File: src/rtl/rxq_pkg.sv
package rxq_pkg;

   // data width select codes on the data_sel input
   typedef enum logic [1:0] {
      DSEL_SIX   = 2'd0,
      DSEL_SEVEN = 2'd1,
      DSEL_EIGHT = 2'd2,
      DSEL_EIGHT_ALT = 2'd3
   } dsel_e;

   // total bits on the wire for one character: start + data + parity + stop
   function automatic logic [3:0] frame_bits(input logic [1:0] dsel,
                                             input logic par,
                                             input logic two);
      logic [3:0] dbits;
      case (dsel_e'(dsel))
         DSEL_SIX:   dbits = 4'd6;
         DSEL_SEVEN: dbits = 4'd7;
         default:    dbits = 4'd8;
      endcase
      return 4'd1 + dbits + {3'b000, par} + (two ? 4'd2 : 4'd1);
   endfunction

endpackage

File: src/rtl/rxq_store.sv
module rxq_store #(
   parameter int DATA_W = 8,
   parameter int DEPTH  = 16,
   localparam int PTR_W = $clog2(DEPTH)
) (
   input  logic              clk,
   input  logic              we,
   input  logic [PTR_W-1:0]  waddr,
   input  logic [DATA_W-1:0] wdata,
   input  logic [PTR_W-1:0]  raddr,
   output logic [DATA_W-1:0] rdata
);

   logic [DATA_W-1:0] mem [DEPTH];

   always_ff @(posedge clk) begin
      if (we) mem[waddr] <= wdata;
   end

   assign rdata = mem[raddr];

endmodule

File: src/rtl/rxq_ctrl.sv
module rxq_ctrl #(
   parameter int DEPTH   = 16,
   parameter int LVL_W   = 6,
   parameter int LVL_RST = 32,
   localparam int PTR_W = $clog2(DEPTH),
   localparam int CNT_W = PTR_W + 1,
   localparam int CMP_W = (CNT_W > LVL_W) ? CNT_W : LVL_W
) (
   input  logic             clk,
   input  logic             rst_n,
   input  logic             wr_en,
   input  logic             rd_en,
   input  logic             lvl_we,
   input  logic [LVL_W-1:0] lvl_data,
   output logic             accept,
   output logic             pop,
   output logic [PTR_W-1:0] waddr,
   output logic [PTR_W-1:0] raddr,
   output logic             busy_nxt,
   output logic             full,
   output logic             empty,
   output logic             trig_flag,
   output logic             overrun
);

   logic [CNT_W-1:0] cnt_q, cnt_nxt;
   logic [PTR_W-1:0] wptr_q;
   logic [LVL_W-1:0] lvl_q;
   logic             trig_q, ovr_q;
   logic             at_level;

   assign full   = (cnt_q == CNT_W'(DEPTH));
   assign empty  = (cnt_q == '0);
   assign accept = wr_en && !full;
   assign pop    = rd_en && !empty;

   assign cnt_nxt  = cnt_q + CNT_W'(accept) - CNT_W'(pop);
   assign busy_nxt = (cnt_nxt != '0);
   assign at_level = (CMP_W'(cnt_nxt) >= CMP_W'(lvl_q));

   // read position is derived: oldest entry sits count places behind the write position
   assign waddr = wptr_q;
   assign raddr = wptr_q - cnt_q[PTR_W-1:0];

   always_ff @(posedge clk or negedge rst_n) begin
      if (!rst_n) begin
         cnt_q  <= '0;
         wptr_q <= '0;
         lvl_q  <= LVL_W'(LVL_RST);
         trig_q <= 1'b0;
         ovr_q  <= 1'b0;
      end else begin
         cnt_q  <= cnt_nxt;
         wptr_q <= wptr_q + PTR_W'(accept);
         ovr_q  <= wr_en && full;
         if (lvl_we) lvl_q <= lvl_data;
         if (accept && at_level)
            trig_q <= 1'b1;
         else if (pop && !at_level)
            trig_q <= 1'b0;
      end
   end

   assign trig_flag = trig_q;
   assign overrun   = ovr_q;

endmodule

File: src/rtl/rxq_timer.sv
module rxq_timer #(
   parameter int BIT_W     = 16,
   parameter int TMO_CHARS = 4,
   localparam int CHR_W = BIT_W + 4,
   localparam int TMO_W = CHR_W + $clog2(TMO_CHARS) + 1
) (
   input  logic             clk,
   input  logic             rst_n,
   input  logic [BIT_W-1:0] bit_cycles,
   input  logic [1:0]       data_sel,
   input  logic             parity_en,
   input  logic             two_stop,
   input  logic             load,
   input  logic             armed,
   output logic             timeout
);
   import rxq_pkg::*;

   logic [3:0]       fbits;
   logic [CHR_W-1:0] char_cyc;
   logic [TMO_W-1:0] tmo_len;
   logic [TMO_W-1:0] left_q;
   logic             fire_q;

   assign fbits    = frame_bits(data_sel, parity_en, two_stop);
   assign char_cyc = CHR_W'(bit_cycles) * CHR_W'(fbits);

   generate
      if ((TMO_CHARS & (TMO_CHARS - 1)) == 0) begin : g_shift
         assign tmo_len = TMO_W'(char_cyc) << $clog2(TMO_CHARS);
      end else begin : g_mult
         assign tmo_len = TMO_W'(char_cyc) * TMO_W'(TMO_CHARS);
      end
   endgenerate

   always_ff @(posedge clk or negedge rst_n) begin
      if (!rst_n) begin
         left_q <= '0;
         fire_q <= 1'b0;
      end else begin
         fire_q <= !load && (left_q == TMO_W'(1)) && armed;
         if (load)
            left_q <= tmo_len;
         else if (left_q != '0)
            left_q <= left_q - TMO_W'(1);
      end
   end

   assign timeout = fire_q;

endmodule

File: src/rtl/rx_byte_queue.sv
module rx_byte_queue #(
   parameter int DATA_W    = 8,
   parameter int DEPTH     = 16,
   parameter int LVL_W     = 6,
   parameter int LVL_RST   = 32,
   parameter int BIT_W     = 16,
   parameter int TMO_CHARS = 4
) (
   input  logic              clk,
   input  logic              rst_n,
   input  logic              wr_en,
   input  logic [DATA_W-1:0] wr_data,
   input  logic              rd_en,
   output logic [DATA_W-1:0] rd_data,
   input  logic              lvl_we,
   input  logic [LVL_W-1:0]  lvl_data,
   input  logic [BIT_W-1:0]  bit_cycles,
   input  logic [1:0]        data_sel,
   input  logic              parity_en,
   input  logic              two_stop,
   input  logic              tmo_restart,
   output logic              full,
   output logic              empty,
   output logic              trig_flag,
   output logic              overrun,
   output logic              timeout
);
   localparam int PTR_W = $clog2(DEPTH);

   generate
      if (DEPTH < 2 || (DEPTH & (DEPTH - 1)) != 0) begin : g_bad_depth
         $error("rx_byte_queue: DEPTH must be a power of two of at least 2");
      end
      if (LVL_RST >= (1 << LVL_W)) begin : g_bad_lvl
         $error("rx_byte_queue: LVL_RST does not fit in LVL_W bits");
      end
      if (TMO_CHARS < 1) begin : g_bad_tmo
         $error("rx_byte_queue: TMO_CHARS must be at least 1");
      end
      if (DATA_W < 1 || BIT_W < 1) begin : g_bad_w
         $error("rx_byte_queue: widths must be positive");
      end
   endgenerate

   logic              accept, pop, busy_nxt;
   logic [PTR_W-1:0]  waddr, raddr;
   logic [DATA_W-1:0] q_rdata;
   logic [DATA_W-1:0] rd_q;

   rxq_ctrl #(
      .DEPTH(DEPTH), .LVL_W(LVL_W), .LVL_RST(LVL_RST)
   ) u_ctrl (
      .clk(clk), .rst_n(rst_n), .wr_en(wr_en), .rd_en(rd_en),
      .lvl_we(lvl_we), .lvl_data(lvl_data),
      .accept(accept), .pop(pop), .waddr(waddr), .raddr(raddr),
      .busy_nxt(busy_nxt), .full(full), .empty(empty),
      .trig_flag(trig_flag), .overrun(overrun)
   );

   rxq_store #(
      .DATA_W(DATA_W), .DEPTH(DEPTH)
   ) u_store (
      .clk(clk), .we(accept), .waddr(waddr), .wdata(wr_data),
      .raddr(raddr), .rdata(q_rdata)
   );

   rxq_timer #(
      .BIT_W(BIT_W), .TMO_CHARS(TMO_CHARS)
   ) u_timer (
      .clk(clk), .rst_n(rst_n), .bit_cycles(bit_cycles),
      .data_sel(data_sel), .parity_en(parity_en), .two_stop(two_stop),
      .load(accept || tmo_restart), .armed(busy_nxt), .timeout(timeout)
   );

   // read data register: popped byte, or zero for a read of an empty queue
   always_ff @(posedge clk or negedge rst_n) begin
      if (!rst_n)
         rd_q <= '0;
      else if (rd_en)
         rd_q <= pop ? q_rdata : '0;
   end

   assign rd_data = rd_q;

endmodule

File: config.mk
export PLATFORM = sky130hd
export DESIGN_NAME = rx_byte_queue
export DESIGN_NICKNAME = d
export VERILOG_FILES = /design/src/rtl/rxq_pkg.sv /design/src/rtl/rxq_store.sv /design/src/rtl/rxq_ctrl.sv /design/src/rtl/rxq_timer.sv /design/src/rtl/rx_byte_queue.sv
export SDC_FILE = /design/constraint.sdc
export NUM_CORES = 1
export LEC_CHECK = 0
export BUFFER_PORTS_ARGS = -buffer_cell sky130_fd_sc_hd__clkbuf_2
export CORE_ASPECT_RATIO = 0.7
export CORE_UTILIZATION = 40
export CTS_CLUSTER_DIAMETER = 200
export DETAILED_ROUTE_END_ITERATION = 10
export GPL_ROUTABILITY_DRIVEN = 1
export REMOVE_ABC_BUFFERS = 1
export SKIP_CTS_REPAIR_TIMING = 1
export SYNTH_ARGS = -nofsm -noshare
export SYNTH_HDL_FRONTEND = slang
export SYNTH_SLANG_ARGS = --single-unit
File: constraint.sdc
create_clock -name clk -period 3.5 [get_ports clk]
set_input_delay 0 -clock clk [delete_from_list [all_inputs] [get_ports clk]]
set_output_delay 0 -clock clk [all_outputs]
set_load 0.1 [all_outputs]
# == After elaboration in Yosys (flattened, before gate mapping) ==
# Memories as Yosys holds them, arrays and structs flattened.
# Cells that the tools add are included.
# word_totals
wordCells,49
out_inout_bits,13
in_bits,40
reg_bits,49
n_memories,1
ram_bits,128
# classes
muxes,9
n_reduce_logical,18
n_addsub,8
n_lt_le_gt_ge,1
eq_ne,3
mul,1
# memory_table
memory,depth,width,read_ports,rd_ports_with_merged_regs,write_ports,line,text
u_store.mem,16,8,1,0,1,rxq_store.sv:14,logic [DATA_W-1:0] mem [DEPTH];
# op_table
operator,count
23-bit two-way mux,2
23-bit by 1-bit == test with 1-bit output (second input constant),1
23-bit nonzero test,1
23-bit by 1-bit subtractor with 23-bit output (second input constant),1
16-bit by 4-bit multiplier with 20-bit output,1
4-bit by 1-bit adder with 4-bit output,2
8-bit two-way mux,1
4-bit one-hot mux with 2 select lines,1
1-bit logical AND,7
5-bit by 6-bit greater-or-equal comparator with 1-bit output,1
5-bit by 1-bit adder with 5-bit output,1
5-bit == test (second input constant),1
5-bit zero test,1
5-bit nonzero test,1
5-bit by 1-bit subtractor with 5-bit output,1
1-bit by 4-bit adder with 4-bit output (first input constant),1
4-bit adder,1
1-bit zero test,4
1-bit two-way mux,4
2-bit nonzero test,2
4-bit subtractor,1
2-bit by 1-bit == test with 1-bit output (second input constant),1
2-bit zero test,1
2-bit two-way mux,1
1-bit logical OR,1

# == Logic depth before layout (Yosys ltp) ==
# Gate-level depths: netlist of run 1.
# logic_depth
depth_word,10
ltp_mapped,22
mapped_depth_nobuf,20

# == By module ==
# Synthesis of run 1 repeated with hierarchy kept, for this count alone.
# unflattened
hier_cells,785
hier_area_um2,9897.0
# by_module_without_submodules
mod,area_per_inst_um2,cells_per_inst,n_inst,seq_area_each_um2
rxq_store,4987.3,221,1,3843.7
rxq_timer,3527.1,429,1,600.6
rxq_ctrl,1049.8,100,1,426.7
rx_byte_queue,332.8,35,1,200.2

# == Worst setup path after synthesis of run 1 ==
# OpenSTA, ideal clock, no wires.
# synth_path
path_type,reg-to-reg
startpoint,register u_ctrl.cnt_q[3]
endpoint,register u_ctrl.trig_q (netlist: u_ctrl.trig_flag)
t_required_ps,3373
period_less_slack_ps,6432
path_slack_ps,-2932
arrival_time_ps,6305
path_buffers,1
setup_ps,127
stages_incl_launch_ff,17
cell_sequence,dfrtp_1 > inv_1 > ha_1 > nor4b_1 > nand2b_1 > clkbuf_1 > inv_1 > ha_1 > inv_1 > ha_1 > fa_1 > ha_1 > a21o_1 > a21o_1 > a21o_1 > a21oi_1 > o31ai_1
# synth_between
elab_cells_between_ends,14
cone_classes,add/sub (2); order compare (1); eq/ne (1); mux (1); reduce/logical (9)
# synth_lines
item,line,text
from (decl),rxq_ctrl.sv:26,"logic [CNT_W-1:0] cnt_q, cnt_nxt;"
from (signal assigned),rxq_ctrl.sv:53,cnt_q <= cnt_nxt;
5-bit zero test *,rxq_ctrl.sv:33,assign empty = (cnt_q == '0);
named net empty,rx_byte_queue.sv:23,"output logic empty,"
1-bit zero test *,rxq_ctrl.sv:35,assign pop = rd_en && !empty;
1-bit logical AND *,rxq_ctrl.sv:35,
5-bit by 1-bit subtractor with 5-bit output *,rxq_ctrl.sv:37,assign cnt_nxt = cnt_q + CNT_W'(accept) - CNT_W'(pop);
named net u_ctrl.cnt_nxt[1],rxq_ctrl.sv:26,
5-bit by 6-bit greater-or-equal comparator with 1-bit output *,rxq_ctrl.sv:39,assign at_level = (CMP_W'(cnt_nxt) >= CMP_W'(lvl_q));
1-bit zero test,rxq_ctrl.sv:59,else if (pop && !at_level)
1-bit logical AND,rxq_ctrl.sv:59,
2-bit nonzero test (no line),-,
to (signal assigned),rxq_ctrl.sv:50,trig_q <= 1'b0;
to (signal assigned),rxq_ctrl.sv:58,trig_q <= 1'b1;
to (signal assigned),rxq_ctrl.sv:60,trig_q <= 1'b0;
to (decl),rxq_ctrl.sv:29,"logic trig_q, ovr_q;"
# Mark *: on every way through the listed nets, which the timed path passes. The rest lies on a longest branch.
# A chain may end at the register's enable or synchronous reset.

# == Worst setup path after layout of run 1 ==
# layout_path
startpoint,input port data_sel[1]
endpoint,register u_timer.left_q[20]
# layout_between
elab_chain_cells,7
elab_cells_between_ends,8
cone_classes,add/sub (3); mul (1); eq/ne (1); mux (2); reduce/logical (1)
# layout_lines
item,line,text
from (decl),rx_byte_queue.sv:18,"input logic [1:0] data_sel,"
2-bit by 1-bit == test with 1-bit output / 2-bit zero test (equally long branches),rxq_pkg.sv:16,case (dsel_e'(dsel))
4-bit one-hot mux with 2 select lines *,rxq_pkg.sv:16,
1-bit by 4-bit adder with 4-bit output *,rxq_pkg.sv:21,"return 4'd1 + dbits + {3'b000, par} + (two ? 4'd2 : 4'd1);"
4-bit by 1-bit adder with 4-bit output *,rxq_pkg.sv:21,
4-bit adder *,rxq_pkg.sv:21,
16-bit by 4-bit multiplier with 20-bit output *,rxq_timer.sv:26,assign char_cyc = CHR_W'(bit_cycles) * CHR_W'(fbits);
23-bit two-way mux *,rxq_timer.sv:42,if (load)
to (signal assigned),rxq_timer.sv:43,left_q <= tmo_len;
to (signal assigned),rxq_timer.sv:45,left_q <= left_q - TMO_W'(1);
to (decl),rxq_timer.sv:22,logic [TMO_W-1:0] left_q;
# Mark *: on every way between the ends. The rest lies on a longest branch, timed or not.

==> results of run 1 <==
==> worst register-to-register path: stages (launching register included) <==
cell and delay, ps:
dfrtp_1 390, inv_2 80, ha_1 170, nor4b_4 210
buf_4 160, nand2b_1 110, inv_1 50, ha_1 270
inv_1 40, ha_1 210, fa_1 460, ha_1 290
a21o_1 150, a21o_1 160, a21o_1 180, a21oi_1 170
o31ai_1 90
==> registers in the layout (all words and copies together) (netlist names) <==
name / count
u_ctrl.lvl_q: 6
u_store.mem: 128
u_ctrl.trig_flag: 1
u_timer.timeout: 1
u_ctrl.waddr: 4
u_timer.left_q: 23
u_ctrl.overrun: 1
u_ctrl.cnt_q: 5
rd_data: 8
==> layer usage <==
layer  routed length, um  part of all wire  vias up
met5                   0                 0        -
met3                 847             0.041       12
met4                 143            0.0070        0
met2                8885              0.43      117
met1               10580              0.52     3067
li1                    -                 -     3026
==> logic make-up after synthesis <==
| logic type | count (synthesis) | share of synthesized area |
|---|---|---|
| and+or+nand+nor | 196 | 0.1079 |
| DFF | 177 | 0.5248 |
| buffers and inverters | 107 | 0.04260 |
| AOI/OAI and AO/OA | 92 | 0.06073 |
| adders and majority gates | 77 | 0.1230 |
| muxes | 59 | 0.1038 |
| xor gates and xnor gates | 41 | 0.03716 |
==> metrics by stage <==
| step | setup WS [ps] | hold WS [ps] | instances |
|---|---|---|---|
| final | -172.2 | -6.679 | 1249 |
| after global routing | -282.1 | 18.91 | 1249 |
| after CTS | -573.8 | -314.3 | 1218 |
| after detailed placement | -1027 | 150.2 | 1186 |
| after global placement | -975.8 | 150.0 | 1186 |
| after floorplan | -2835 | -295.6 | 725 |
==> path summary, 6_finish.rpt <==
check                                           to  slack (ps)  cells after the start
min in group asynchronous          u_ctrl.lvl_q[4]         200                      3
worst max-delay path            u_timer.left_q[20]        -170                     23
worst min-delay path            u_store.mem[14][5]          -7                      1
max in group asynchronous          u_ctrl.waddr[0]        2860                      3
worst min register to register  u_timer.left_q[22]         530                      1
worst max register to register    u_ctrl.trig_flag         190                     16
==> power groups by stage <==
stage	Combinational, mW	Clock (mW)	Sequential, mW
2_1_floorplan	3.95	0	3.27
3_3_place_gp	6.22	0	2.95
3_5_place_dp	6.23	0	2.96
4_1_cts	6.29	1.91	2.92
5_1_grt	7.49	1.99	2.97
6_report	6.88	1.88	2.92
==> cells in the final DEF, fill, tap and decap left out, types with 11 or more instances in the layout <==
| master | instances |
|---|---|
| xnor2_1 | 24 |
| buf_4 | 92 |
| dlygate4sd3_1 | 20 |
| xor2_1 | 11 |
| nand2_1 | 38 |
| clkbuf_2 | 51 |
| fa_1 | 29 |
| dfrtp_1 | 48 |
| a21oi_1 | 11 |
| ha_1 | 30 |
| nor2_1 | 32 |
| inv_2 | 15 |
| inv_1 | 67 |
| clkbuf_16 | 17 |
| o22ai_1 | 14 |
| o21ai_0 | 13 |
| and2_1 | 44 |
| mux4_2 | 32 |
| ha_4 | 14 |
| edfxtp_1 | 128 |
| nor3_1 | 17 |
| mux2i_1 | 17 |
==> area by class of cell <==
class,count,area [um2]
Multi-Input combinational cell,465,4702
Fill cell,1995,11330
Clock inverter,15,183.9
Sequential cell,177,5071
Tap cell,318,397.9
Clock buffer,17,425.4
Inverter,83,314.1
Timing Repair Buffer,174,1279
==> flow_metrics.env, run 1 <==
export IMPL_wl_per_cell_um=16.38
export IMPL_slowest_stage="fa_1"
export IMPL_async_reset_ff_frac=0.2768
export IMPL_min_period_over_period=1.049
export IMPL_path_class="in -> reg"
export IMPL_cts_sinks=177
export IMPL_grt_pass1_vias=6148
export IMPL_critPathTopFamily="adder cells"
export IMPL_die_h_um=132.0
export IMPL_yosysSeqAreaShare=0.5248
export IMPL_std_cell_rows=47
export IMPL_p_sw_frac=0.4086
export IMPL_place_congestion=0.7967
export IMPL_startpoint="data_sel[1]"
export IMPL_p_switching_mw=4.775
export IMPL_met1_usage=0.2657
export IMPL_post_route_util=0.5221
export IMPL_use_met3=0.02848
export IMPL_cts_root_buf="clkbuf_16"
export IMPL_grt_use_met2=0.2414
export IMPL_clk_latency_ps=440
export IMPL_finalInstanceArea_mm2=0.01237
export IMPL_io_buffers=52
export IMPL_cts_buffers=17
export IMPL_crit_buf_inv=8
export IMPL_crit_arrival_ps=4010
export IMPL_fin_skew_ps=14.77
export IMPL_wl_um=20460
export IMPL_slew_headroom=0.4511
export IMPL_clk_pin_slew_worst_paths_ps=70
export IMPL_status="complete, but fails checks"
export IMPL_synth_top_area_cell="edfxtp_1"
export IMPL_core_area_mm2=0.02370
export IMPL_io_pins=53
export IMPL_period_minus_slack_ps=3672
export IMPL_intPower_mw=6.912
export IMPL_hold_viol_final=15
export IMPL_worstPathRequired_ps=3840
export IMPL_synth_top_area_frac=0.3978
export IMPL_vdd_ir_drop_max_uv=725.9
export IMPL_ant_nets=0
export IMPL_rsz0062_at_grt="true"
export IMPL_cts_buffer_depth=2
export IMPL_antenna_found_initial=0
export IMPL_nets=1035
export IMPL_fmax_mhz=272.3
export IMPL_grt_pass1_wl_um=32680
export IMPL_path_common_cell="ha_4"
export IMPL_layout_drive_gt1_share=0.3448
export IMPL_cts_max_level=4
export IMPL_ys_ff_latch=177
export IMPL_p_leak_nw=5.017
export IMPL_hpwl_um=14450
export IMPL_grtUsageTotal=0.1683
export IMPL_netlist_area_mm2=0.009663
export IMPL_synth_ff_type="edfxtp_1"
export IMPL_syn_inst=749
export IMPL_yosysWarnings=0
export IMPL_pwr_share_comb=0.589
export IMPL_via_per_inst=4.982
export IMPL_remaining_drc_errors=0
export IMPL_die_w_um=187.8
export IMPL_cpPeakStageDelay_ps=530
export IMPL_holdWs_ps=-6.679
export IMPL_synth_edff_count=128
export IMPL_worst_slack_ps=-172.2
export IMPL_maxSlewViolCount=0
export IMPL_vias=6222
export IMPL_crit_chain="buf_6 -> inv_4 -> nand2_4 -> ha_4 -> inv_2 -> ha_4 -> ha_4 -> nor2_4 -> xnor2_4 -> buf_6 -> and2_4 -> fa_1 -> inv_1 -> fa_1 -> inv_2 -> ha_4 -> buf_4 -> a221oi_2 -> buf_4 -> a2111oi_4 -> o21a_1 -> o21a_1 -> o32ai_2"
export IMPL_drt_iter0_drc=446
export IMPL_syn_area_per_cell_um2=12.90
export IMPL_fp_dieArea_mm2=0.02479
export IMPL_hp_class="in -> reg"
export IMPL_pwr_share_clk=0.161
export IMPL_violations="negative hold slack, negative setup slack"
export IMPL_cp_max_fo=6
export IMPL_tightestPinTransition_ps=820.3
export IMPL_max_cap_viol_count=0
export IMPL_place_area_mm2=0.01093
export IMPL_yosysMostFrequentCell="edfxtp_1"
export IMPL_reg2reg_from="u_ctrl.cnt_q[2]"
export IMPL_p_per_area_mw_per_mm2=944.6
export IMPL_cts_tree="built"
export IMPL_drt_pass1_iter_count=5
export IMPL_yosys_top_cells_area="edfxtp_1 40%, dfrtp_1 12%, mux4_2 7.5%"
export IMPL_synth_distinct_cells=52
export IMPL_crit_path_start_kind="input pin"
export IMPL_power_total_mw=11.69
export IMPL_start_util=0.4077
export IMPL_synthToLayoutAreaGrowth_pct=28.05
export IMPL_finalSetupTns_ps=-585.5
export IMPL_final_setup_viol_count=9
export IMPL_grt_start_max_net_pins=50
export IMPL_synth_common_cells="128 x edfxtp_1, 83 x inv_1, 48 x and2_1, 48 x dfrtp_1, 47 x ha_1"
export IMPL_antenna_cells=0
export IMPL_p_seq_frac=0.250
export IMPL_min_from="wr_data[5]"
export IMPL_crit_path_end_kind="flop"
export IMPL_grt_overflow=0
export IMPL_busiest_layer="met1"
No activity file was read; power rests on OpenSTA's default activity.
==> inputs of run 2 (changes only) <==
Settings changed: SETUP_SLACK_MARGIN set to 0.15.
==> flow_metrics.env, run 2 (synthesis gave the netlist of run 1 again) <==
export IMPL_status="complete, but fails checks"
export IMPL_violations="negative hold slack, negative setup slack"
export IMPL_crit_arrival_ps=4010
export IMPL_vdd_ir_drop_max_uv=725.1
export IMPL_antenna_found_initial=0
export IMPL_fp_dieArea_mm2=0.02479
export IMPL_hp_class="in -> reg"
export IMPL_p_switching_mw=4.835
export IMPL_cts_tree="built"
export IMPL_layout_drive_gt1_share=0.3536
export IMPL_max_cap_viol_count=0
export IMPL_maxSlewViolCount=0
export IMPL_p_per_area_mw_per_mm2=949.5
export IMPL_std_cell_rows=47
export IMPL_die_h_um=132.0
export IMPL_slew_headroom=0.4605
export IMPL_place_congestion=0.7967
export IMPL_crit_path_start_kind="input pin"
export IMPL_crit_path_end_kind="flop"
export IMPL_tightestPinTransition_ps=806.2
export IMPL_p_seq_frac=0.248
export IMPL_remaining_drc_errors=0
export IMPL_antenna_cells=0
export IMPL_core_area_mm2=0.02370
export IMPL_fmax_mhz=271.9
export IMPL_period_minus_slack_ps=3677
export IMPL_pwr_share_clk=0.159
export IMPL_worstPathRequired_ps=3840
export IMPL_rsz0062_at_grt="true"
export IMPL_via_per_inst=4.983
export IMPL_nFillCells=1993
export IMPL_hold_viol_final=9
export IMPL_grt_start_max_net_pins=50
export IMPL_finalSetupTns_ps=-691.1
export IMPL_wl_per_cell_um=16.48
export IMPL_min_period_over_period=1.051
export IMPL_grt_overflow=0
export IMPL_grt_pass1_wl_um=32680
export IMPL_cts_buffers=17
export IMPL_grt_pass1_vias=6148
export IMPL_grtUsageTotal=0.1683
export IMPL_drt_pass1_iter_count=5
export IMPL_start_util=0.4077
export IMPL_cts_sinks=177
export IMPL_fin_skew_ps=14.75
export IMPL_nets=1040
export IMPL_final_setup_viol_count=9
export IMPL_clk_latency_ps=430
export IMPL_final_cell_mix="128 x edfxtp_1, 97 x buf_4, 66 x inv_1, 51 x clkbuf_2, 48 x dfrtp_1"
export IMPL_final_cells=1254
export IMPL_cts_max_level=4
export IMPL_dp_cells=1186
export IMPL_hpwl_um=14450
export IMPL_io_buffers=52
export IMPL_top_register="u_store.mem"
export IMPL_final_common_cell="edfxtp_1"
export IMPL_worst_slack_ps=-177.4
export IMPL_pwr_share_comb=0.594
export IMPL_p_sw_frac=0.4093
export IMPL_vias=6249
export IMPL_clk_pin_slew_worst_paths_ps=70
export IMPL_drt_iter0_drc=420
export IMPL_die_w_um=187.8
export IMPL_ant_nets=0
export IMPL_wl_um=20660
export IMPL_io_pins=53
export IMPL_cts_root_buf="clkbuf_16"
export IMPL_holdWs_ps=-5.943
export IMPL_largest_reg_flops=128
export IMPL_path_class="in -> reg"
export IMPL_synthToLayoutAreaGrowth_pct=28.76
export IMPL_intPower_mw=6.978
export IMPL_p_leak_nw=5.040
export IMPL_cp_max_fo=6
export IMPL_cts_buffer_depth=2
==> run 2: power groups by stage <==
stage	Combinational, mW	Clock (mW)	Sequential, mW
floorplan	3.95	0	3.27
global placement	6.22	0	2.95
detailed placement	6.23	0	2.96
CTS	6.29	1.91	2.92
global route	7.61	1.99	2.97
finish	7.01	1.88	2.92
==> run 2: critical path: stages <==
cell and delay, ps:
buf_6 100, inv_4 50, nand2_4 50, ha_4 250
inv_2 40, ha_4 150, ha_4 160, nor2_4 130
xnor2_4 120, buf_6 150, and2_4 150, fa_1 490
inv_1 60, fa_1 530, inv_2 50, ha_4 230
buf_4 150, a221oi_2 250, buf_4 170, a2111oi_4 70
o21a_1 230, o21a_1 200, o32ai_2 230
==> run 2: worst paths after layout <==
check                                    from                  to  slack (ps)  cells past startpoint
min in group asynchronous               rst_n     u_ctrl.lvl_q[4]         210                      3
setup / recovery                  data_sel[1]  u_timer.left_q[20]        -180                     23
hold / removal                     wr_data[5]  u_store.mem[14][5]          -6                      1
setup reg to reg              u_ctrl.cnt_q[2]    u_ctrl.trig_flag         270                     16
max in group asynchronous               rst_n     u_ctrl.waddr[0]        2860                      3
hold reg to reg            u_timer.left_q[22]  u_timer.left_q[22]         530                      1
==> run 2: final cells by class <==
| class | instances | area, um2 | area share |
|---|---|---|---|
| Sequential cell | 177 | 5071 | 0.4076 |
| Clock inverter | 15 | 183.9 | 0.01478 |
| Timing Repair Buffer | 179 | 1316 | 0.1058 |
| Clock buffer | 17 | 425.4 | 0.03419 |
| Inverter | 83 | 314.1 | 0.02524 |
| Tap cell | 318 | 397.9 | 0.03198 |
| Multi-Input combinational cell | 465 | 4733 | 0.3804 |
==> run 2: layer usage <==
layer | track usage | wire length (um) | vias up | share of wire
li1 | - | - | 3030 | -
met2 | 0.2414 | 9114 | 110 | 0.44
met4 | 0.03613 | 110 | 0 | 0.0053
met3 | 0.02848 | 706 | 10 | 0.034
met1 | 0.2657 | 10730 | 3099 | 0.52
met5 | 0 | 0 | - | 0
==> run 2: stage by stage <==
step	utilization	area, um2	power, mW	setup slack, ps
finish	0.5250	12440	11.81	-177.4
global route	0.5250	12440	12.57	-281.8
CTS	0.4868	11540	11.12	-573.8
detailed placement	0.4611	10930	9.183	-1027
global placement	0.4611	10930	9.163	-975.8
floorplan	-	9563	7.218	-2835
